<file path="src/rtl/spi_cfg_pkg.sv">
package spi_cfg_pkg;
  localparam int INSTR_ADDR_W = 7;
  localparam int BYTE_W = 8;

  typedef struct packed {
    logic                    wrEn;
    logic [INSTR_ADDR_W-1:0] wrAddr;
    logic [BYTE_W-1:0]       wrData;
  } wrStrobe_t;
endpackage

</file>
<file path="src/rtl/spi_cfg_serial.sv">
module spi_cfg_serial
  import spi_cfg_pkg::*;
#(
  parameter int SYNC_STAGES = 2
) (
  input  logic                    clk,
  input  logic                    rstN,
  input  logic                    sclk,
  input  logic                    senN,
  input  logic                    sdioIn,
  input  logic                    lsbFirst,
  input  logic                    fourWire,
  input  logic [BYTE_W-1:0]       rdData,
  output wrStrobe_t               strb,
  output logic [INSTR_ADDR_W-1:0] rdAddr,
  output logic                    sdioOut,
  output logic                    sdioOe,
  output logic                    sdoOut
);
  logic [SYNC_STAGES:0]   sclkPipe;
  logic [SYNC_STAGES-1:0] senPipe;
  logic [SYNC_STAGES-1:0] dinPipe;

  always_ff @(posedge clk or negedge rstN) begin
    if (!rstN) begin
      sclkPipe <= '0;
      senPipe  <= '1;
      dinPipe  <= '0;
    end else begin
      sclkPipe <= (SYNC_STAGES+1)'({sclkPipe, sclk});
      senPipe  <= SYNC_STAGES'({senPipe, senN});
      dinPipe  <= SYNC_STAGES'({dinPipe, sdioIn});
    end
  end

  logic active, sclkRise, sclkFall, din;
  assign active   = !senPipe[SYNC_STAGES-1];
  assign sclkRise = active && sclkPipe[SYNC_STAGES-1] && !sclkPipe[SYNC_STAGES];
  assign sclkFall = active && !sclkPipe[SYNC_STAGES-1] && sclkPipe[SYNC_STAGES];
  assign din      = dinPipe[SYNC_STAGES-1];

  logic [2:0]              bitCnt;
  logic                    firstByte;
  logic                    isRead;
  logic                    loadPend;
  logic                    outBit;
  logic [INSTR_ADDR_W-1:0] addrQ;
  logic [BYTE_W-1:0]       shIn;
  logic [BYTE_W-1:0]       txByte;
  logic [BYTE_W-1:0]       nextSh;
  logic [2:0]              outIdx;
  logic                    byteDone;

  always_comb begin
    nextSh   = lsbFirst ? {din, shIn[BYTE_W-1:1]} : {shIn[BYTE_W-2:0], din};
    outIdx   = lsbFirst ? bitCnt : 3'd7 - bitCnt;
    byteDone = sclkRise && (bitCnt == 3'd7);
  end

  assign strb.wrEn   = byteDone && !firstByte && !isRead;
  assign strb.wrAddr = addrQ;
  assign strb.wrData = nextSh;
  assign rdAddr      = addrQ;

  always_ff @(posedge clk or negedge rstN) begin
    if (!rstN) begin
      bitCnt    <= '0;
      firstByte <= 1'b1;
      isRead    <= 1'b0;
      loadPend  <= 1'b0;
      addrQ     <= '0;
      shIn      <= '0;
      txByte    <= '0;
    end else if (!active) begin
      bitCnt    <= '0;
      firstByte <= 1'b1;
      isRead    <= 1'b0;
      loadPend  <= 1'b0;
    end else begin
      if (loadPend) begin
        txByte   <= rdData;
        loadPend <= 1'b0;
      end
      if (sclkRise) begin
        shIn   <= nextSh;
        bitCnt <= bitCnt + 3'd1;
        if (byteDone) begin
          if (firstByte) begin
            firstByte <= 1'b0;
            isRead    <= nextSh[BYTE_W-1];
            addrQ     <= nextSh[INSTR_ADDR_W-1:0];
            loadPend  <= nextSh[BYTE_W-1];
          end else begin
            addrQ    <= addrQ + 1'b1;
            loadPend <= isRead;
          end
        end
      end
    end
  end

  // read data moves only on falling serial clock edges
  always_ff @(posedge clk or negedge rstN) begin
    if (!rstN) outBit <= 1'b0;
    else if (sclkFall) outBit <= (isRead && !firstByte) ? txByte[outIdx] : 1'b0;
  end

  assign sdioOut = outBit;
  assign sdoOut  = outBit;
  assign sdioOe  = active && isRead && !firstByte && !fourWire;

  AST_WRITE_ENDS_BYTE: assert property (@(posedge clk) disable iff (!rstN)
    strb.wrEn |=> (bitCnt == 3'd0));
  AST_IDLE_CLEARS_COUNT: assert property (@(posedge clk) disable iff (!rstN)
    !active |=> (bitCnt == 3'd0 && firstByte));
  AST_OUT_ON_FALL: assert property (@(posedge clk) disable iff (!rstN)
    !sclkFall |=> $stable(outBit));
  AST_NO_OE_4WIRE: assert property (@(posedge clk) disable iff (!rstN)
    fourWire |-> !sdioOe);
endmodule

</file>
<file path="src/rtl/spi_cfg_bank.sv">
module spi_cfg_bank
  import spi_cfg_pkg::*;
#(
  parameter int NUM_REGS = 8   // power of two, at least 5
) (
  input  logic                    clk,
  input  logic                    rstN,
  input  wrStrobe_t               strb,
  input  logic [INSTR_ADDR_W-1:0] rdAddr,
  input  logic                    calBusy,
  input  logic                    offsetDone,
  output logic [BYTE_W-1:0]       rdData,
  output logic                    lsbFirst,
  output logic                    fourWire,
  output logic [5:0]              pwrDown,
  output logic [3:0]              pllFactor,
  output logic                    adcClkDiv2,
  output logic [4:0]              rxFiltCtrl,
  output logic                    offsetReq
);
  localparam int ADDR_W = $clog2(NUM_REGS);

  logic [ADDR_W-1:0] wrIdx, rdIdx;
  logic              unusedAddrHi;
  assign wrIdx        = strb.wrAddr[ADDR_W-1:0];
  assign rdIdx        = rdAddr[ADDR_W-1:0];
  assign unusedAddrHi = ^{strb.wrAddr[INSTR_ADDR_W-1:ADDR_W], rdAddr[INSTR_ADDR_W-1:ADDR_W]};

  logic swResetPend;
  always_ff @(posedge clk or negedge rstN) begin
    if (!rstN) swResetPend <= 1'b0;
    else       swResetPend <= strb.wrEn && (wrIdx == '0) && strb.wrData[5];
  end

  logic [NUM_REGS-1:0][BYTE_W-1:0] bankVal;

  for (genvar i = 0; i < NUM_REGS; i++) begin : g_reg
    logic [BYTE_W-1:0] q;
    logic              hit;
    assign hit = strb.wrEn && (wrIdx == ADDR_W'(i));

    if (i == 0) begin : g_ctl
      always_ff @(posedge clk or negedge rstN) begin
        if (!rstN)            q <= '0;
        else if (swResetPend) q <= {1'b0, q[6], 6'b0};
        else if (hit)         q <= strb.wrData;
      end
    end else if (i == 4) begin : g_rx
      always_ff @(posedge clk or negedge rstN) begin
        if (!rstN)            q <= '0;
        else if (swResetPend) q <= '0;
        else begin
          if (hit) q <= {strb.wrData[7], 2'b00, strb.wrData[4:0]};
          q[5] <= (hit && strb.wrData[5]) || (q[5] && !offsetDone);
        end
      end
    end else begin : g_plain
      always_ff @(posedge clk or negedge rstN) begin
        if (!rstN)            q <= '0;
        else if (swResetPend) q <= '0;
        else if (hit)         q <= strb.wrData;
      end
    end
    assign bankVal[i] = q;
  end

  always_comb begin
    rdData = bankVal[rdIdx];
    if (rdIdx == ADDR_W'(4)) rdData[6] = calBusy;
  end

  assign lsbFirst   = bankVal[0][6];
  assign fourWire   = bankVal[0][7];
  assign pwrDown    = bankVal[1][5:0];
  assign pllFactor  = 4'b0001 << bankVal[3][1:0];
  assign adcClkDiv2 = bankVal[3][6];
  assign rxFiltCtrl = bankVal[4][4:0];
  assign offsetReq  = bankVal[4][5];

  AST_SWRST_RESTORES: assert property (@(posedge clk) disable iff (!rstN)
    (strb.wrEn && wrIdx == '0 && strb.wrData[5]) |=> ##1
      (bankVal[1] == '0 && !bankVal[0][5] && !bankVal[0][7] &&
       bankVal[0][6] == $past(strb.wrData[6], 2)));
  AST_OFFSET_HOLDS: assert property (@(posedge clk) disable iff (!rstN)
    (offsetReq && !offsetDone && !swResetPend) |=> offsetReq);
  AST_OFFSET_DROPS: assert property (@(posedge clk) disable iff (!rstN)
    (offsetReq && offsetDone && !(strb.wrEn && wrIdx == ADDR_W'(4) && strb.wrData[5]))
      |=> !offsetReq);
endmodule

</file>
<file path="src/rtl/spi_cfg_slave.sv">
module spi_cfg_slave
  import spi_cfg_pkg::*;
#(
  parameter int NUM_REGS    = 8,
  parameter int SYNC_STAGES = 2
) (
  input  logic       clk,
  input  logic       rstN,
  input  logic       sclk,
  input  logic       senN,
  input  logic       sdioIn,
  output logic       sdioOut,
  output logic       sdioOe,
  output logic       sdoOut,
  input  logic       calBusy,
  input  logic       offsetDone,
  output logic [5:0] pwrDown,
  output logic [3:0] pllFactor,
  output logic       adcClkDiv2,
  output logic [4:0] rxFiltCtrl,
  output logic       offsetReq
);
  wrStrobe_t               strb;
  logic [INSTR_ADDR_W-1:0] rdAddr;
  logic [BYTE_W-1:0]       rdData;
  logic                    lsbFirst, fourWire;

  spi_cfg_serial #(.SYNC_STAGES(SYNC_STAGES)) u_serial (
    .clk(clk), .rstN(rstN), .sclk(sclk), .senN(senN), .sdioIn(sdioIn),
    .lsbFirst(lsbFirst), .fourWire(fourWire), .rdData(rdData),
    .strb(strb), .rdAddr(rdAddr),
    .sdioOut(sdioOut), .sdioOe(sdioOe), .sdoOut(sdoOut)
  );

  spi_cfg_bank #(.NUM_REGS(NUM_REGS)) u_bank (
    .clk(clk), .rstN(rstN), .strb(strb), .rdAddr(rdAddr),
    .calBusy(calBusy), .offsetDone(offsetDone), .rdData(rdData),
    .lsbFirst(lsbFirst), .fourWire(fourWire), .pwrDown(pwrDown),
    .pllFactor(pllFactor), .adcClkDiv2(adcClkDiv2),
    .rxFiltCtrl(rxFiltCtrl), .offsetReq(offsetReq)
  );
endmodule

</file>
<file path="config.mk">
export PLATFORM = sky130hd
export DESIGN_NAME = spi_cfg_slave
export DESIGN_NICKNAME = d
export VERILOG_FILES = /design/src/rtl/spi_cfg_pkg.sv /design/src/rtl/spi_cfg_serial.sv /design/src/rtl/spi_cfg_bank.sv /design/src/rtl/spi_cfg_slave.sv
export SDC_FILE = /design/constraint.sdc
export NUM_CORES = 1
export LEC_CHECK = 0
export BUFFER_PORTS_ARGS = -buffer_cell sky130_fd_sc_hd__buf_2
export CORE_MARGIN = 5
export CORE_UTILIZATION = 50
export DETAILED_ROUTE_END_ITERATION = 12
export PLACE_DENSITY = 0.68
export SETUP_SLACK_MARGIN = 0.4
export SYNTH_ARGS = -nofsm -noshare
export SYNTH_HDL_FRONTEND = slang
export SYNTH_SLANG_ARGS = --single-unit
</file>
<file path="constraint.sdc">
create_clock -name clk -period 4.84 [get_ports clk]
set_clock_uncertainty 0.1 [all_clocks]
set_input_delay 1.452 -clock clk [delete_from_list [all_inputs] [get_ports clk]]
set_output_delay 1.452 -clock clk [all_outputs]
set_load 0.05 [all_outputs]
</file>
==> key figures <==
Floorplanning
  – Rows: 35
  – Chip height: 108 um
  – Initial core utilization: 51.5%
  – Die footprint: ~0.012 sq mm
  – Die X: 108 um
  – Io pins: 27
  – Core footprint: 0.00933 sq mm

Timing
  – Fin crit period: 3.01 ns
  – Actual slew at the worst max-slew pin: 1.22 ns
  – Slew margin rel.: about 16%
  – Fmax: 0.332 GHz
  – Setup violators final: 0
  – RSZ-0062 raised after global routing: no
  – Fin. max-slew vios: 0
  – Endpoints failing hold: 0
  – Setup TNS: 0 ns
  – Crit share post-route: ~62%

Setup path
  – Most used cell along the critical path: nor2_1
  – FF-to-FF setup slack: between 2 and 2.5 ns
  – CP endpoint: sdioOe
  – Top delay family on crit path: flip-flops
  – CP required: 3.29 ns
  – CP max stage cell: dfstp_2
  – Critical path's largest stage delay: roughly 0.67 ns
  – Critical R2R Launch: u_serial.bitCnt[0]$_DFFE_PN0P_
  – CP startpoint: u_serial.senPipe[1]$_DFF_PN1_
  – Crit path buf inv count: 1
  – Critical path peak fanout: 10
  – Crit path kind: reg2out
  – Crit end category: primary output
  – CP Launch Type: flop
  – RR Endpoint: u_bank.g_reg[1].q[5]$_DFFE_PN0P_
  – Crit path cell chain: nor2_1 -> nand2_1 -> nor2_1 -> buf_2
  – WP data arrival: 1.46 ns
  – Crit. path cell count: 4
  – R2R depth: 6

Global routing
  – Grt met2 use: 28.3%
  – Most used routing layer: met1
  – GR Util met3: approximately 3.3%
  – Vias in the first global route: between 3000 and 4000
  – Met1 Use GR: 28.4%
  – Largest net degree at the start of global routing: 46
  – GRT Total Usage: 18.9%
  – Gr ovfl total: 0
  – First-pass GRT wire length: 17100 um
  – Initial antenna violation count: 0

Status
  – Status: finished, final reports clean

Synthesis
  – Yosys top cell area share: 48.9%
  – Yosys cell types: 48
  – Warnings from Yosys: 0
  – Mapped Area: 0.00481 sq mm
  – Register area share after synthesis: between 50% and 60%
  – Mapped Nets: ~460
  – Synth cell count leaders: 94 x dfrtp_1, 53 x nor2_1, 37 x o21ai_0, 36 x a211oi_1, 24 x nand3_1
  – Syn_area_per_cell: 10.9 sq um
  – Cell taking the most area after synthesis: dfrtp_1
  – Most repeated cell in the gate-level netlist after synthesis: dfrtp_1
  – Ys async rst share: 100%
  – Ys flop type: dfrtp_1
  – Yosys reg bits: 97
  – Syn Inst Count: 441
  – Post-synth EDFFs: 0
  – Cells taking the most area after synthesis: dfrtp_1 49%, mux4_2 7.0%, a211oi_1 5.6%

Detailed routing
  – Via/cell ratio: just under 6
  – Pre-antenna DRT Iters: 4
  – Post-route antenna net violation count: 0
  – Routed wire per std cell: 18.0 um
  – Routed WL: 10200 um
  – DR DRC count: 0
  – 1st-iter DRT viols: about 250
  – Total number of vias: 3284

Clock tree
  – Cts hold-fix bufs: 0
  – # H-tree levels: 3
  – TritonCTS Buffers: 9
  – Setup bufs post-CTS: 0
  – PostCTS Resize Cnt: 0
  – Sink Count: 97
  – CTS root buffer: clkbuf_8
  – Reg clk slew, reported paths: about 0.1 ns
  – Worst-Skew Late Latency: about 0.36 ns
  – CTS tree: yes
  – Maximum clock insertion buffer count: 2

Flow run
  – Max Cap Viol: 0

Hold path
  – Tightest Hold Check Type: reg2reg

Pwr
  – Lkg Pwr: 2.20 nW
  – VDD IR max: 0.000187 V
  – Final Total Pwr: 1.56 mW
  – Cell Pwr Density: between 300 and 400 mW/mm^2

Place
  – Hpwl dp: 6790 um
  – Final GP Congestion: 0.850
  – Number of buffers added on ports: 26
  – Area after DPL: between 0.004 and 0.005 sq mm

Layout
  – Area growth syn-to-layout: 5.26%
  – Final core utilization: a little over half
  – Layout cells sized above 1: between 10% and 20%
  – FILL cells: 805
  – Nets: 450
  – Ant diodes: 0
  – Final Cell Area: roughly 0.0051 sq mm
==> layer usage <==
layer  routed length [um]  vias up
li1                     -     1568
met1                 4680     1633
met2                 4850       73
met3                  578       10
met4                  113        0
met5                    0        -
==> worst min path at each step <==
stage,start,end,slack [ns],cells after the start
floorplan,u_serial.dinPipe[0]$_DFF_PN0_,u_serial.dinPipe[1]$_DFF_PN0_,0.23,0
global placement,u_serial.dinPipe[0]$_DFF_PN0_,u_serial.dinPipe[1]$_DFF_PN0_,0.23,0
detailed placement,u_serial.dinPipe[0]$_DFF_PN0_,u_serial.dinPipe[1]$_DFF_PN0_,0.23,0
CTS,u_serial.dinPipe[0]$_DFF_PN0_,u_serial.dinPipe[1]$_DFF_PN0_,0.25,0
global route,u_serial.dinPipe[0]$_DFF_PN0_,u_serial.dinPipe[1]$_DFF_PN0_,0.26,0
finish,u_serial.dinPipe[0]$_DFF_PN0_,u_serial.dinPipe[1]$_DFF_PN0_,0.25,0
==> sequential cells by signal, summed over array words and instances (netlist names) <==
name                count
u_bank.g.q             63
u_bank.swResetPend      1
u_serial.bitCnt         3
u_serial.dinPipe        2
u_serial.firstByte      1
u_serial.isRead         1
u_serial.loadPend       1
u_serial.rdAddr         3
u_serial.sclkPipe       3
u_serial.sdioOut        1
u_serial.senPipe        2
u_serial.shIn           8
u_serial.txByte         8
==> cells in the final DEF, fill, tap and decap left out, types with 3 or more instances in the layout <==
cell type  synthesis  routed
or2_2              6       6
nand4_1            6       6
mux4_2            15      15
a211oi_1          36      36
mux2i_1           19      19
clkbuf_8           2      11
and4_2             5       5
o21ai_0           37      37
nand2_1           23      23
dfstp_2            3       3
nor2_1            53      53
dfrtp_1           94      94
nor3b_1            4       4
ha_1               8       8
buf_2              9      25
nor2b_1            5       5
buf_4             15       5
nand3_1           24      24
inv_1              7       7
a21oi_1           14      14
nand2b_1           4       4
==> cell type report <==
type / count / area (sq um) / area share (%)
inverter: 7 / 26.3 / 0.519
timing repair buffer: 30 / 163 / 3.21
clock inverter: 5 / 77.6 / 1.53
tap: 129 / 161 / 3.19
clock buffer: 11 / 151 / 2.99
sequential: 97 / 2430 / 48.0
multi-input combinational: 290 / 2050 / 40.5
==> power by group <==
group          leakage (nW)  switching (mW)  internal (mW)
clock network         0.115           0.281          0.318
logic                 0.782          0.0812         0.0297
registers              1.30          0.0208          0.830
==> worst reg2reg max path, delay by kind of cell (launching register included) <==
| family | cells | cell delay (ns) |
|---|---|---|
| compound gates | 1 | 0.25 |
| fa+ha+maj | 2 | 0.44 |
| flops | 1 | 0.61 |
| simple gates | 3 | 1.21 |
==> per-stage QoR <==
stage	worst slack [ns]	instances	hold WS [ns]
final	1.83	569	0.254
after global routing	1.74	569	0.260
after CTS	1.82	569	0.254
after detailed placement	2.19	553	0.235
after global placement	2.23	553	0.232
after floorplan	1.89	441	0.231
==> cells by family (layout without fill, tap and decap cells) <==
family / count (synthesis) / after routing / synth area share [%]
fa+ha+maj: 8 / 8 / 2.08
mux: 36 / 36 / 11.4
xor+xnor: 1 / 1 / 0.182
flops: 97 / 97 / 50.6
simple gates: 142 / 142 / 15.4
compound gates: 103 / 103 / 13.6
buf+inv: 54 / 53 / 6.79
Power figures use the tool's default switching activity.
